## config.mk

```make
export PLATFORM = sky130hd
export DESIGN_NAME = edge_pulse_tx
export DESIGN_NICKNAME = d
export VERILOG_FILES = /design/src/rtl/edge_pulse_pkg.sv /design/src/rtl/edge_pulse_sync.sv /design/src/rtl/edge_pulse_chan.sv /design/src/rtl/edge_pulse_tx.sv
export SDC_FILE = /design/constraint.sdc
export NUM_CORES = 1
export LEC_CHECK = 0
export BUFFER_PORTS_ARGS = -buffer_cell sky130_fd_sc_hd__buf_2
export CAP_MARGIN = 20
export CORE_MARGIN = 3
export CORE_UTILIZATION = 41
export CTS_CLUSTER_SIZE = 12
export DETAILED_ROUTE_END_ITERATION = 8
export PLACE_DENSITY = 0.68
export SYNTH_ARGS = -nofsm -noshare
export SYNTH_HDL_FRONTEND = slang
export SYNTH_SLANG_ARGS = --single-unit
```

## constraint.sdc

```tcl
create_clock -name clk -period 3.61 [get_ports clk]
set_input_delay 0.722 -clock clk [delete_from_list [all_inputs] [get_ports clk]]
set_output_delay 0.722 -clock clk [all_outputs]
set_load 0.05 [all_outputs]
```

## src/rtl/edge_pulse_pkg.sv

```systemverilog
// Package: shared types for the edge-to-pulse encoder.
// Assumes nothing beyond IEEE 1800-2017 elaboration.
package edge_pulse_pkg;

    // Kind of the most recent pulse sent; selects the next keep-alive interval.
    typedef enum logic {
        LAST_EDGE    = 1'b0,
        LAST_REFRESH = 1'b1
    } last_kind_t;

    // Larger of two positive counts, used to size interval counters.
    function automatic int unsigned max_of(input int unsigned a, input int unsigned b);
        return (a > b) ? a : b;
    endfunction

endpackage

```

## src/rtl/edge_pulse_sync.sv

```systemverilog
// Module: edge_pulse_sync
// Multi-stage synchronizer for a bus of independent asynchronous bits.
// Assumes each bit is a level that may be sampled on its own. No bus coherence
// is implied. Stages reset to 0.
module edge_pulse_sync #(
    parameter int unsigned WIDTH  = 2,
    parameter int unsigned STAGES = 2
) (
    input  logic             clk,
    input  logic             rst_n,
    input  logic [WIDTH-1:0] async_i,
    output logic [WIDTH-1:0] sync_o
);

    logic [WIDTH-1:0] chain [STAGES];

    // Shift the asynchronous bits through the stage chain.
    always_ff @(posedge clk) begin
        if (!rst_n) begin
            for (int s = 0; s < STAGES; s++) chain[s] <= '0;
        end else begin
            chain[0] <= async_i;
            for (int s = 1; s < STAGES; s++) chain[s] <= chain[s-1];
        end
    end

    assign sync_o = chain[STAGES-1];

endmodule

```

## src/rtl/edge_pulse_chan.sv

```systemverilog
// Module: edge_pulse_chan
// One encoder channel. It turns edges of a synchronized level into registered
// one-cycle set/clear pulses and adds keep-alive pulses while the level is idle.
// Assumes lvl_i is already synchronous. Edge detection starts only after
// FILL_CYCLES clock edges past reset, which is the time the synchronizer needs
// to hold valid data. The first pulse after reset is a keep-alive pulse.
module edge_pulse_chan
    import edge_pulse_pkg::*;
#(
    parameter int unsigned IDLE_CYCLES    = 100,
    parameter int unsigned REFRESH_CYCLES = 85,
    parameter int unsigned FILL_CYCLES    = 2
) (
    input  logic clk,
    input  logic rst_n,
    input  logic lvl_i,
    output logic set_o,
    output logic clr_o
);

    localparam int unsigned MAXC = max_of(IDLE_CYCLES, REFRESH_CYCLES);
    localparam int unsigned CW   = (MAXC > 2) ? $clog2(MAXC) : 1;
    localparam int unsigned FW   = $clog2(FILL_CYCLES + 1);
    localparam logic [CW-1:0] IDLE_LAST    = CW'(IDLE_CYCLES - 1);
    localparam logic [CW-1:0] REFRESH_LAST = CW'(REFRESH_CYCLES - 1);
    localparam logic [FW-1:0] FILL_DONE    = FW'(FILL_CYCLES);

    logic [FW-1:0] fill_q;
    logic          started_q;
    logic          prev_q;
    logic [CW-1:0] cnt_q;
    last_kind_t    kind_q;
    logic          set_q, clr_q;

    logic          primed, startup_due, edge_seen, refresh_due, fire;
    logic [CW-1:0] cnt_last;

    // Decide which pulse, if any, is sent at the next clock edge.
    always_comb begin
        primed      = (fill_q == FILL_DONE);
        startup_due = primed && !started_q;
        edge_seen   = started_q && (lvl_i != prev_q);
        cnt_last    = (kind_q == LAST_EDGE) ? IDLE_LAST : REFRESH_LAST;
        refresh_due = started_q && !edge_seen && (cnt_q == cnt_last);
        fire        = startup_due || edge_seen || refresh_due;
    end

    // Count the cycles the synchronizer needs to fill after reset.
    always_ff @(posedge clk) begin
        if (!rst_n)       fill_q <= '0;
        else if (!primed) fill_q <= fill_q + 1'b1;
    end

    // Track the last level sent, the interval timer and the kind of the last pulse.
    always_ff @(posedge clk) begin
        if (!rst_n) begin
            started_q <= 1'b0;
            prev_q    <= 1'b0;
            cnt_q     <= '0;
            kind_q    <= LAST_REFRESH;
        end else begin
            if (startup_due) started_q <= 1'b1;
            if (fire) begin
                prev_q <= lvl_i;
                cnt_q  <= '0;
                kind_q <= edge_seen ? LAST_EDGE : LAST_REFRESH;
            end else if (started_q) begin
                cnt_q <= cnt_q + 1'b1;
            end
        end
    end

    // Register the pulse outputs; polarity always follows the present level.
    always_ff @(posedge clk) begin
        if (!rst_n) begin
            set_q <= 1'b0;
            clr_q <= 1'b0;
        end else begin
            set_q <= fire && lvl_i;
            clr_q <= fire && !lvl_i;
        end
    end

    assign set_o = set_q;
    assign clr_o = clr_q;

    // the two pulse lines are mutually exclusive.
    assert_exclusive_R4: assert property (@(posedge clk) disable iff (!rst_n)
        !(set_o && clr_o));

    // a pulse never lasts two cycles.
    assert_set_width_R3: assert property (@(posedge clk) disable iff (!rst_n)
        set_o |=> !set_o);
    assert_clr_width_R3: assert property (@(posedge clk) disable iff (!rst_n)
        clr_o |=> !clr_o);

    // a detected rising level is followed by a set pulse.
    assert_rise_set_R1: assert property (@(posedge clk) disable iff (!rst_n)
        (started_q && lvl_i && !prev_q) |=> (set_o && !clr_o));

    // a detected falling level is followed by a clear pulse.
    assert_fall_clr_R2: assert property (@(posedge clk) disable iff (!rst_n)
        (started_q && !lvl_i && prev_q) |=> (clr_o && !set_o));

    // the cycle that marks the channel started carries the startup pulse.
    assert_startup_pulse_R9: assert property (@(posedge clk) disable iff (!rst_n)
        $rose(started_q) |-> (set_o || clr_o));

endmodule

```

## src/rtl/edge_pulse_tx.sv

```systemverilog
// Module: edge_pulse_tx (top)
// Multi-channel transmit side of a pulse-coded isolation link. It synchronizes
// every input bit and drives one independent encoder channel per bit.
// Assumes inputs are asynchronous levels. Pulses are registered, one cycle wide.
module edge_pulse_tx #(
    parameter int unsigned NUM_CH         = 2,
    parameter int unsigned SYNC_STAGES    = 2,
    parameter int unsigned IDLE_CYCLES    = 100,
    parameter int unsigned REFRESH_CYCLES = 85
) (
    input  logic              clk,
    input  logic              rst_n,
    input  logic [NUM_CH-1:0] sig_in,
    output logic [NUM_CH-1:0] set_pulse,
    output logic [NUM_CH-1:0] clr_pulse
);

    logic [NUM_CH-1:0] lvl;

    edge_pulse_sync #(
        .WIDTH  (NUM_CH),
        .STAGES (SYNC_STAGES)
    ) u_sync (
        .clk     (clk),
        .rst_n   (rst_n),
        .async_i (sig_in),
        .sync_o  (lvl)
    );

    for (genvar c = 0; c < NUM_CH; c++) begin : g_chan
        edge_pulse_chan #(
            .IDLE_CYCLES    (IDLE_CYCLES),
            .REFRESH_CYCLES (REFRESH_CYCLES),
            .FILL_CYCLES    (SYNC_STAGES)
        ) u_chan (
            .clk   (clk),
            .rst_n (rst_n),
            .lvl_i (lvl[c]),
            .set_o (set_pulse[c]),
            .clr_o (clr_pulse[c])
        );
    end

endmodule

```

==> out/results.ini, run 1 <==
[timing]
fin_crit_sh_pct=44.50
slew_headroom_pct=64.26
final_max_slew_viol_count=0
hold_viol_final=0
rsz0062_at_grt=no
setup-tns-final_ns=0
finClkSkew_ns=0.005939
finalSetupViolCount=0
period_minus_slack_ns=1.606
clock.fmax_ghz=0.6225
hold_ws_ns=0.4360
tightest_slew_ns=0.5326

[grt]
antenna_found_initial=0
grt_max_degree=17
grt_pass1_vias=1006
grt_usage_pct=13.11
grt-ovfl-total=0
grt_pass1_wl_um=4195

[routing]
dr.pass1.iters=5
avgRoutedWirePerCell_um=11.37
via_count=1004
route.detailed.drc=0
wl_um=2252
drtIter0Drc=33
viasPerCell=5.071
drt.antenna.violating_nets=0

[setup_path]
start_kind=flip-flop
crit_family=flip-flops
arrival_ns=0.88
worstSetupPathType=flip-flop to output pin
worstPathRequired_ns=2.89
crit_slowest_cell=dfxtp_1
max_stage_delay_ns=0.31
crit_chain=buf_2
end_kind=output pin
cp.buffers_inverters=1
cp_max_fo=1

[clock_tree]
cts-root-buf=clkbuf_4
hold_buffers=0
cts-htree-levels=2
cts_resized=0
cts_tree=yes
clk_pin_slew_ns=0.09
clk_path_buf_depth=2
cts_sinks=32
clock_latency_ns=0.32
numCtsBuffers=5
post_cts_buffers=0

[layout]
layout_common_cells=32 x dfxtp_1, 13 x nand2_1, 10 x and2_1, 9 x xnor2_1, 8 x nor3_1
layout-drive-gt1-share_pct=15.58
n_fill_cell=313
area_growth_syn_to_layout_pct=6.667
seqCellArea_um2=640.6
nets=161
n_antenna_cell=0
final_common_cell=dfxtp_1
multi_input_comb_area_um2=716.9

[logic_synthesis]
synth_edf_count=0
yosysWarnings=0
synth_cells=147
ys.flop_type=dfxtp_1
ys_seq_elements=32
synth.avg_cell_area_um2=9.703
synth_area_mm2=0.001426
ys_seq_area_share_pct=44.91
async_flop_share_pct=0
syn_nets=155
synth_cell_types=37

[floorplan]
die_w_um=64.98
dieHeight_um=64.98
die_area_mm2=0.004222
start_util_pct=44.88
core_mm2=0.003178
ioPinCount=8
std_cell_rows=20

[place]
hpwl_um=1601
gp_congestion=0.7586
numPortBuffers=7

[min_path]
hp-class=flip-flop to flip-flop

[flow_run]
cap_viol_max_count=0

[power]
powerDensity_mw_per_mm2=555.0
irDropWorstVdd_mv=0.3574
total_leakage_power_uw=0.0005676

[outcome]
status=completed

Yosys cell counts (2+ instances only):
library cell  number  share of area, %
o21ai_0            7               2.5
clkbuf_1           2              0.53
dfxtp_1           32                45
and3_1             2              0.88
a21boi_0           2               1.1
a21oi_1            3               1.1
nand2_1           13               3.4
nand2b_1           3               1.3
nor2_1             5               1.3
xor2_1             7               4.3
inv_1              4               1.1
buf_4              4               2.1
mux2i_1            2               1.4
and2_1            10               4.4
nor4b_1            2               1.2
ha_1               4               3.5
nand4_1            5               2.2
nor3_1             8               2.8
nor3_2             6               4.2
xnor2_1            9               5.5
worst register-to-register path, delay by kind of cell (launching register included):
family	cells	cell delay, ns
AND/OR/NAND/NOR	3	0.54
flip-flops	1	0.46
AO/OA/AOI/OAI	1	0.33
worst paths after layout:
kind / from / endpoint / slack, ns / cells past startpoint
worst max-delay path: g_chan[0].u_chan.clr_o / clr_pulse[0] / 2.00 / 1
worst min-delay path: u_sync.chain[0][0] / u_sync.chain[0][2] / 0.44 / 1
worst max register to register: g_chan[0].u_chan.cnt_q[2] / g_chan[0].u_chan.cnt_q[1] / 2.15 / 4
worst min register to register: u_sync.chain[0][0] / u_sync.chain[0][2] / 0.44 / 1
routing by layer:
layer / routed length, um / vias to the layer above / GRT usage (%)
li1: - / 514 / -
met1: 1021 / 473 / 14.64
met2: 1112 / 13 / 21.20
met3: 82 / 4 / 4.679
met4: 36 / 0 / 7.916
met5: 0 / - / 0
per-stage QoR:
stage	instances	setup slack, ns	util (%)	cell area, um^2	total power (uW)
6_report	198	2.004	47.87	1521	844.4
5_1_grt	198	1.941	47.87	1521	912.5
4_1_cts	198	1.976	47.87	1521	859.3
3_5_place_dp	190	2.088	46.02	1463	650.4
3_3_place_gp	190	2.174	46.02	1463	636.6
2_1_floorplan	147	2.265	-	1426	616.4
flip-flops by register name, summed over array words and instances, names as in the netlist:
signal and cells:
g_chan.u_chan.clr_o 2, g_chan.u_chan.cnt_q 14, g_chan.u_chan.fill_q 4, g_chan.u_chan.kind_q 2
g_chan.u_chan.prev_q 2, g_chan.u_chan.set_o 2, g_chan.u_chan.started_q 2, u_sync.chain 4
power by group:
part           switching [uW]  internal (uW)
combinational             114           79.6
sequential               47.2            399
clock                     109           96.0
area by class of cell:
cell class	instances	share of cell area, %
clock buffers	8	3.865
inverters	4	0.9868
repair buffers	7	2.303
well taps	44	3.618
multi-input cells	103	47.12
flip-flops and latches	32	42.11
cells by family (layout without fill, tap and decap cells):
logic type | after synthesis | in the layout | synth area share [%]
and+or+nand+nor | 61 | 61 | 26.32
AOI/OAI and AO/OA | 19 | 19 | 8.421
xor gates and xnor gates | 16 | 16 | 9.825
buffers and inverters | 12 | 19 | 4.824
muxes | 3 | 3 | 2.193
DFF | 32 | 32 | 44.91
adders and majority gates | 4 | 4 | 3.509
Power figures use the tool's default switching activity.
==> run 2: changes to the inputs <==
clock period = 1.6 ns   (was 3.61 ns; I/O delays follow)
==> run 2 against run 1 <==
- critical path depth is 3 higher
- routed wire length is 7.4% higher
- setup slack worse by 1.8 ns
- clock power is 140% higher
- global-route usage is 0.93 points higher
- sequential power is 120% higher
==> out/results.ini, run 2 (synthesized netlist as in run 1, its figures left out) <==
[timing]
slew_headroom_pct=69.99  ; +5.7 points
period_minus_slack_ns=1.396
setup-tns-final_ns=0  ; unchanged
final_max_slew_viol_count=0  ; unchanged
clock.fmax_ghz=0.7164
finalSetupViolCount=0  ; unchanged
hold_viol_final=0  ; unchanged
finClkSkew_ns=0.01223  ; +0.006292 ns
rsz0062_at_grt=no
tightest_slew_ns=0.4501  ; -0.08247 ns
fin_crit_sh_pct=87.24

[routing]
dr.pass1.iters=4  ; -1
viasPerCell=5.095  ; +0.47%
via_count=1024  ; +2.0%
drt.antenna.violating_nets=0  ; unchanged
route.detailed.drc=0  ; unchanged
drtIter0Drc=72  ; +120%
avgRoutedWirePerCell_um=12.03  ; +5.8%
wl_um=2419  ; +7.4%

[place]
gp_congestion=0.8014  ; +5.6%
hpwl_um=1752  ; +9.4%
numPortBuffers=7  ; unchanged

[clock_tree]
cts-root-buf=clkbuf_4
hold_buffers=0  ; unchanged
cts_resized=0  ; unchanged
cts-htree-levels=2  ; unchanged
numCtsBuffers=5  ; unchanged
cts_tree=yes
clock_latency_ns=0.34  ; +0.02 ns
clk_path_buf_depth=2  ; unchanged
post_cts_buffers=0  ; unchanged
clk_pin_slew_ns=0.10  ; about the same
cts_sinks=32  ; unchanged

[setup_path]
endpoint=g_chan[0].u_chan.cnt_q[0]
regToRegEndpoint=g_chan[0].u_chan.cnt_q[0]
reg2reg_from=g_chan[0].u_chan.cnt_q[1]
arrival_ns=1.63  ; +0.75 ns
start_kind=flip-flop
worstPathRequired_ns=1.83  ; -1.06 ns
crit_start=g_chan[0].u_chan.cnt_q[1]
end_kind=flip-flop
reg2reg_slack_ns=0.20  ; -1.95 ns
cp_max_fo=7  ; +6
reg2reg_depth=4  ; unchanged
worstSetupPathType=flip-flop to flip-flop

[floorplan]
start_util_pct=44.88  ; unchanged
dieHeight_um=64.98  ; unchanged
ioPinCount=8  ; unchanged
core_mm2=0.003178  ; unchanged
die_w_um=64.98  ; unchanged
die_area_mm2=0.004222  ; unchanged
std_cell_rows=20  ; unchanged

[grt]
grt-ovfl-total=0  ; unchanged
grt_max_degree=17  ; unchanged
grt_pass1_vias=1053  ; +4.7%
grt_usage_pct=14.04  ; +0.93 points
grt_pass1_wl_um=4367  ; +4.1%
antenna_found_initial=0  ; unchanged

[layout]
final_common_cell=dfxtp_1
n_antenna_cell=0  ; unchanged
largest_reg_flops=14  ; unchanged
layout_common_cells=32 x dfxtp_1, 13 x nand2_1, 10 x and2_1, 9 x xnor2_1, 8 x nor3_1
nets=164  ; +1.9%
reg.largest.list=g_chan.u_chan.cnt_q (14), g_chan.u_chan.fill_q (4), u_sync.chain (4)
largest-register=g_chan.u_chan.cnt_q
area_growth_syn_to_layout_pct=8.947
utilization_pct=48.90  ; +1.0 points
layout-drive-gt1-share_pct=18.47  ; +2.9 points

[flow_run]
cap_viol_max_count=0  ; unchanged

[outcome]
status=completed

[min_path]
min_from=sig_in[1]
hp-class=input port to flip-flop

[power]
powerDensity_mw_per_mm2=1269  ; +130%
irDropWorstVdd_mv=0.7646  ; +110%
total_leakage_power_uw=0.0005852  ; +3.1%

[run 2: changes by cell type in the layout (fill, tap and decap cells not counted), sizes merged]
cell,previous run,this run
clkinvlp,0,1
buf,7,10
clkbuf,8,7
[run 2: area by class of cell]
| class | instances | area, um^2 |
|---|---|---|
| well taps | 44 | 55.05 |
| fillers | 321 | 1624 |
| repair buffers | 10 | 57.56 |
| inverters | 4 | 15.01 |
| clock buffers | 7 | 55.05 |
| multi-input cells | 103 | 723.2 |
| clock inverters | 1 | 7.507 |
| flip-flops and latches | 32 | 640.6 |
[run 2: how the worst min path moves through the flow]
stage                               endpoint  slack [ns]  cells past startpoint
after detailed placement  u_sync.chain[0][3]        0.43                      1
after CTS                 u_sync.chain[0][1]        0.16                      2
after global placement    u_sync.chain[0][2]        0.42                      1
after floorplan           u_sync.chain[0][2]        0.41                      1
after global routing      u_sync.chain[0][0]        0.16                      2
final                     u_sync.chain[0][1]        0.18                      2
[run 2: worst max-delay path, cell delays in order, from the launching register on]
cell and delay [ns]:
dfxtp_1 0.44, nand2_1 0.10, nor4b_1 0.35, o211a_2 0.32, nor3_1 0.07
[run 2: per-layer routing]
metal | track usage [%] | up-vias | part of all wire [%]
li1 | - | 520 | -
met1 | 14.80 | 481 | 44
met2 | 22.35 | 11 | 48
met3 | 4.679 | 12 | 3.2
met4 | 11.87 | 0 | 4.6
met5 | 0 | - | 0
[run 2: report_power, final]
part	leakage [uW]	switching [uW]	internal (uW)	total (uW)
clock network	0.0000315	275	215	490
logic	0.000293	275	205	480
registers	0.000261	102	900	1000
total	0.000585	652	1320	1970
[run 2: metrics by stage]
step / total power, uW / area [um^2] / cells / setup slack (ns) / hold WS (ns)
finish: 1971 / 1554 / 201 / 0.2042 / 0.1828
global placement: 1473 / 1485 / 193 / 0.2730 / 0.4162
CTS: 2002 / 1548 / 201 / 0.1470 / 0.1638
floorplan: 1391 / 1426 / 147 / 0.2555 / 0.4119
detailed placement: 1504 / 1485 / 193 / 0.1707 / 0.4305
global route: 2125 / 1554 / 201 / 0.02765 / 0.1620
==> run 3: changes to the inputs <==
clock period = 1.39 ns   (was 1.6 ns; I/O delays follow)
==> run 3 against run 2 <==
- fmax increased by 6.4%
- setup slack got worse by 0.13 ns
- largest power group unchanged
- register-to-register slack got worse by 0.13 ns
- clock power increased by 45%
- core utilization increased by 2.5 points
- final cell count increased by 3.0%
- design area increased by 5.2%
- die area unchanged
- power increased by 26%
- combinational power increased by 30%
- clock-buffer cell count decreased by 2
- critical endpoint is now g_chan[1].u_chan.cnt_q[1]
- first-iteration DRC count increased by 25%
==> out/results.ini, run 3 (synthesized netlist as in run 1, its figures left out) <==
[outcome]
status=completed

[timing]
hold_viol_final=0  ; unchanged
period_minus_slack_ns=1.311  ; -0.08434 ns
slew_headroom_pct=77.46  ; +7.5 points
finClkSkew_ns=0.005246  ; -0.006985 ns
rsz0062_at_grt=no
clock.fmax_ghz=0.7625  ; +6.4%
fin_crit_sh_pct=94.35  ; +7.1 points
finalSetupViolCount=0  ; unchanged
final_max_slew_viol_count=0  ; unchanged
tightest_slew_ns=0.3345  ; -0.1156 ns
setup-tns-final_ns=0  ; unchanged

[floorplan]
die_area_mm2=0.004222  ; unchanged
ioPinCount=8  ; unchanged
die_w_um=64.98  ; unchanged
std_cell_rows=20  ; unchanged
dieHeight_um=64.98  ; unchanged
start_util_pct=44.88  ; unchanged
core_mm2=0.003178  ; unchanged

[clock_tree]
post_cts_buffers=0  ; unchanged
cts-root-buf=clkbuf_4
clk_pin_slew_ns=0.10  ; about the same
numCtsBuffers=5  ; unchanged
clock_latency_ns=0.34  ; about the same
cts_tree=yes
cts-htree-levels=2  ; unchanged
cts_sinks=32  ; unchanged
clk_path_buf_depth=2  ; unchanged

[place]
hpwl_um=1773  ; +1.2%
gp_congestion=0.7983  ; -0.39%
numPortBuffers=7  ; unchanged

[routing]
wl_um=2529  ; +4.5%
viasPerCell=5.101  ; +0.14%
drt.antenna.violating_nets=0  ; unchanged
avgRoutedWirePerCell_um=12.22  ; +1.5%
via_count=1056  ; +3.1%
dr.pass1.iters=5  ; +1
route.detailed.drc=0  ; unchanged
drtIter0Drc=90  ; +25%

[setup_path]
worstSetupPathType=flip-flop to flip-flop
worstPathRequired_ns=1.67  ; -0.16 ns
end_kind=flip-flop
cp_max_fo=6  ; -1
arrival_ns=1.59  ; -0.04 ns
start_kind=flip-flop

[power]
powerDensity_mw_per_mm2=1520  ; +20%
total_leakage_power_uw=0.0006297  ; +7.6%
irDropWorstVdd_mv=1.086  ; +42%

[layout]
area_growth_syn_to_layout_pct=14.56
largest_reg_flops=14  ; unchanged
reg.largest.list=g_chan.u_chan.cnt_q (14), g_chan.u_chan.fill_q (4), u_sync.chain (4)
layout_common_cells=27 x dfxtp_1, 13 x nand2_1, 9 x xnor2_1, 9 x and2_1, 9 x buf_4
final_common_cell=dfxtp_1
n_antenna_cell=0  ; unchanged
utilization_pct=51.42  ; +2.5 points
largest-register=g_chan.u_chan.cnt_q
n_fill_cell=304  ; -5.3%
layout-drive-gt1-share_pct=26.38  ; +7.9 points
nets=170  ; +3.7%

[grt]
grt-ovfl-total=0  ; unchanged
grt_pass1_wl_um=4388  ; +0.48%
antenna_found_initial=0  ; unchanged
grt_usage_pct=13.76  ; -0.28 points
grt_max_degree=17  ; unchanged
grt_pass1_vias=1051  ; -0.19%

[min_path]
hp-class=input port to flip-flop

[flow_run]
cap_viol_max_count=0  ; unchanged

==> run 3: cell types whose count changed in the layout (fill, tap and decap cells not counted), sizes merged <==
cell / change
clkinv: +1
clkbuf: -2
buf: +6
bufinv: +1
==> run 3: timing repair <==
action / CTS / global route
hold buffers: 0 / 0
resized for setup: 0 / 9
setup endpoints to repair: 0 / 17
==> run 3: where the power goes <==
part / leakage [uW] / switching, uW / total, uW / internal (uW)
combinational: 0.000325 / 336 / 626 / 290
clock: 0.0000412 / 334 / 709 / 375
sequential: 0.000263 / 111 / 1150 / 1040
==> run 3: path summary, 6_finish.rpt <==
check	startpoint	to	slack [ns]	cells past startpoint
setup / recovery	g_chan[1].u_chan.cnt_q[1]	g_chan[1].u_chan.cnt_q[1]	0.08	4
hold / removal	sig_in[1]	u_sync.chain[0][1]	0.13	2
setup reg to reg	g_chan[1].u_chan.cnt_q[1]	g_chan[1].u_chan.cnt_q[1]	0.08	4
hold reg to reg	u_sync.chain[0][0]	u_sync.chain[0][2]	0.45	1
==> run 3: worst max-delay path, stage by stage (launching register included) <==
cell and delay [ns]:
dfxtp_4 0.39, and4bb_1 0.21, mux2_2 0.28, and3_4 0.21, nor3_2 0.16
==> run 3: cell type report <==
class | count | area, um^2 | area share [%]
Clock buffer | 5 | 37.54 | 2.297
Clock inverter | 3 | 42.54 | 2.603
Inverter | 4 | 15.01 | 0.9188
Multi-Input combinational cell | 103 | 732.0 | 44.79
Sequential cell | 32 | 649.4 | 39.74
Tap cell | 44 | 55.05 | 3.369
Timing Repair Buffer | 16 | 102.6 | 6.279
==> run 3: through the flow <==
stage / cells / cell area, um^2 / power (uW) / setup slack, ns / hold WS, ns
6_report: 207 / 1634 / 2484 / 0.07853 / 0.1329
3_3_place_gp: 199 / 1530 / 1753 / 0.05563 / 0.4162
3_5_place_dp: 199 / 1530 / 1783 / 0.02370 / 0.4220
5_1_grt: 207 / 1634 / 2644 / 0.005474 / 0.1198
2_1_floorplan: 147 / 1426 / 1601 / 0.04547 / 0.4053
4_1_cts: 207 / 1610 / 2497 / 0.007575 / 0.1202
==> run 3: layer usage <==
metal	GRT usage [%]	vias to the layer above	wire length, um
li1	-	537	-
met1	14.74	487	1081
met2	22.48	24	1273
met3	4.333	8	104
met4	10.29	0	70
met5	0	-	0
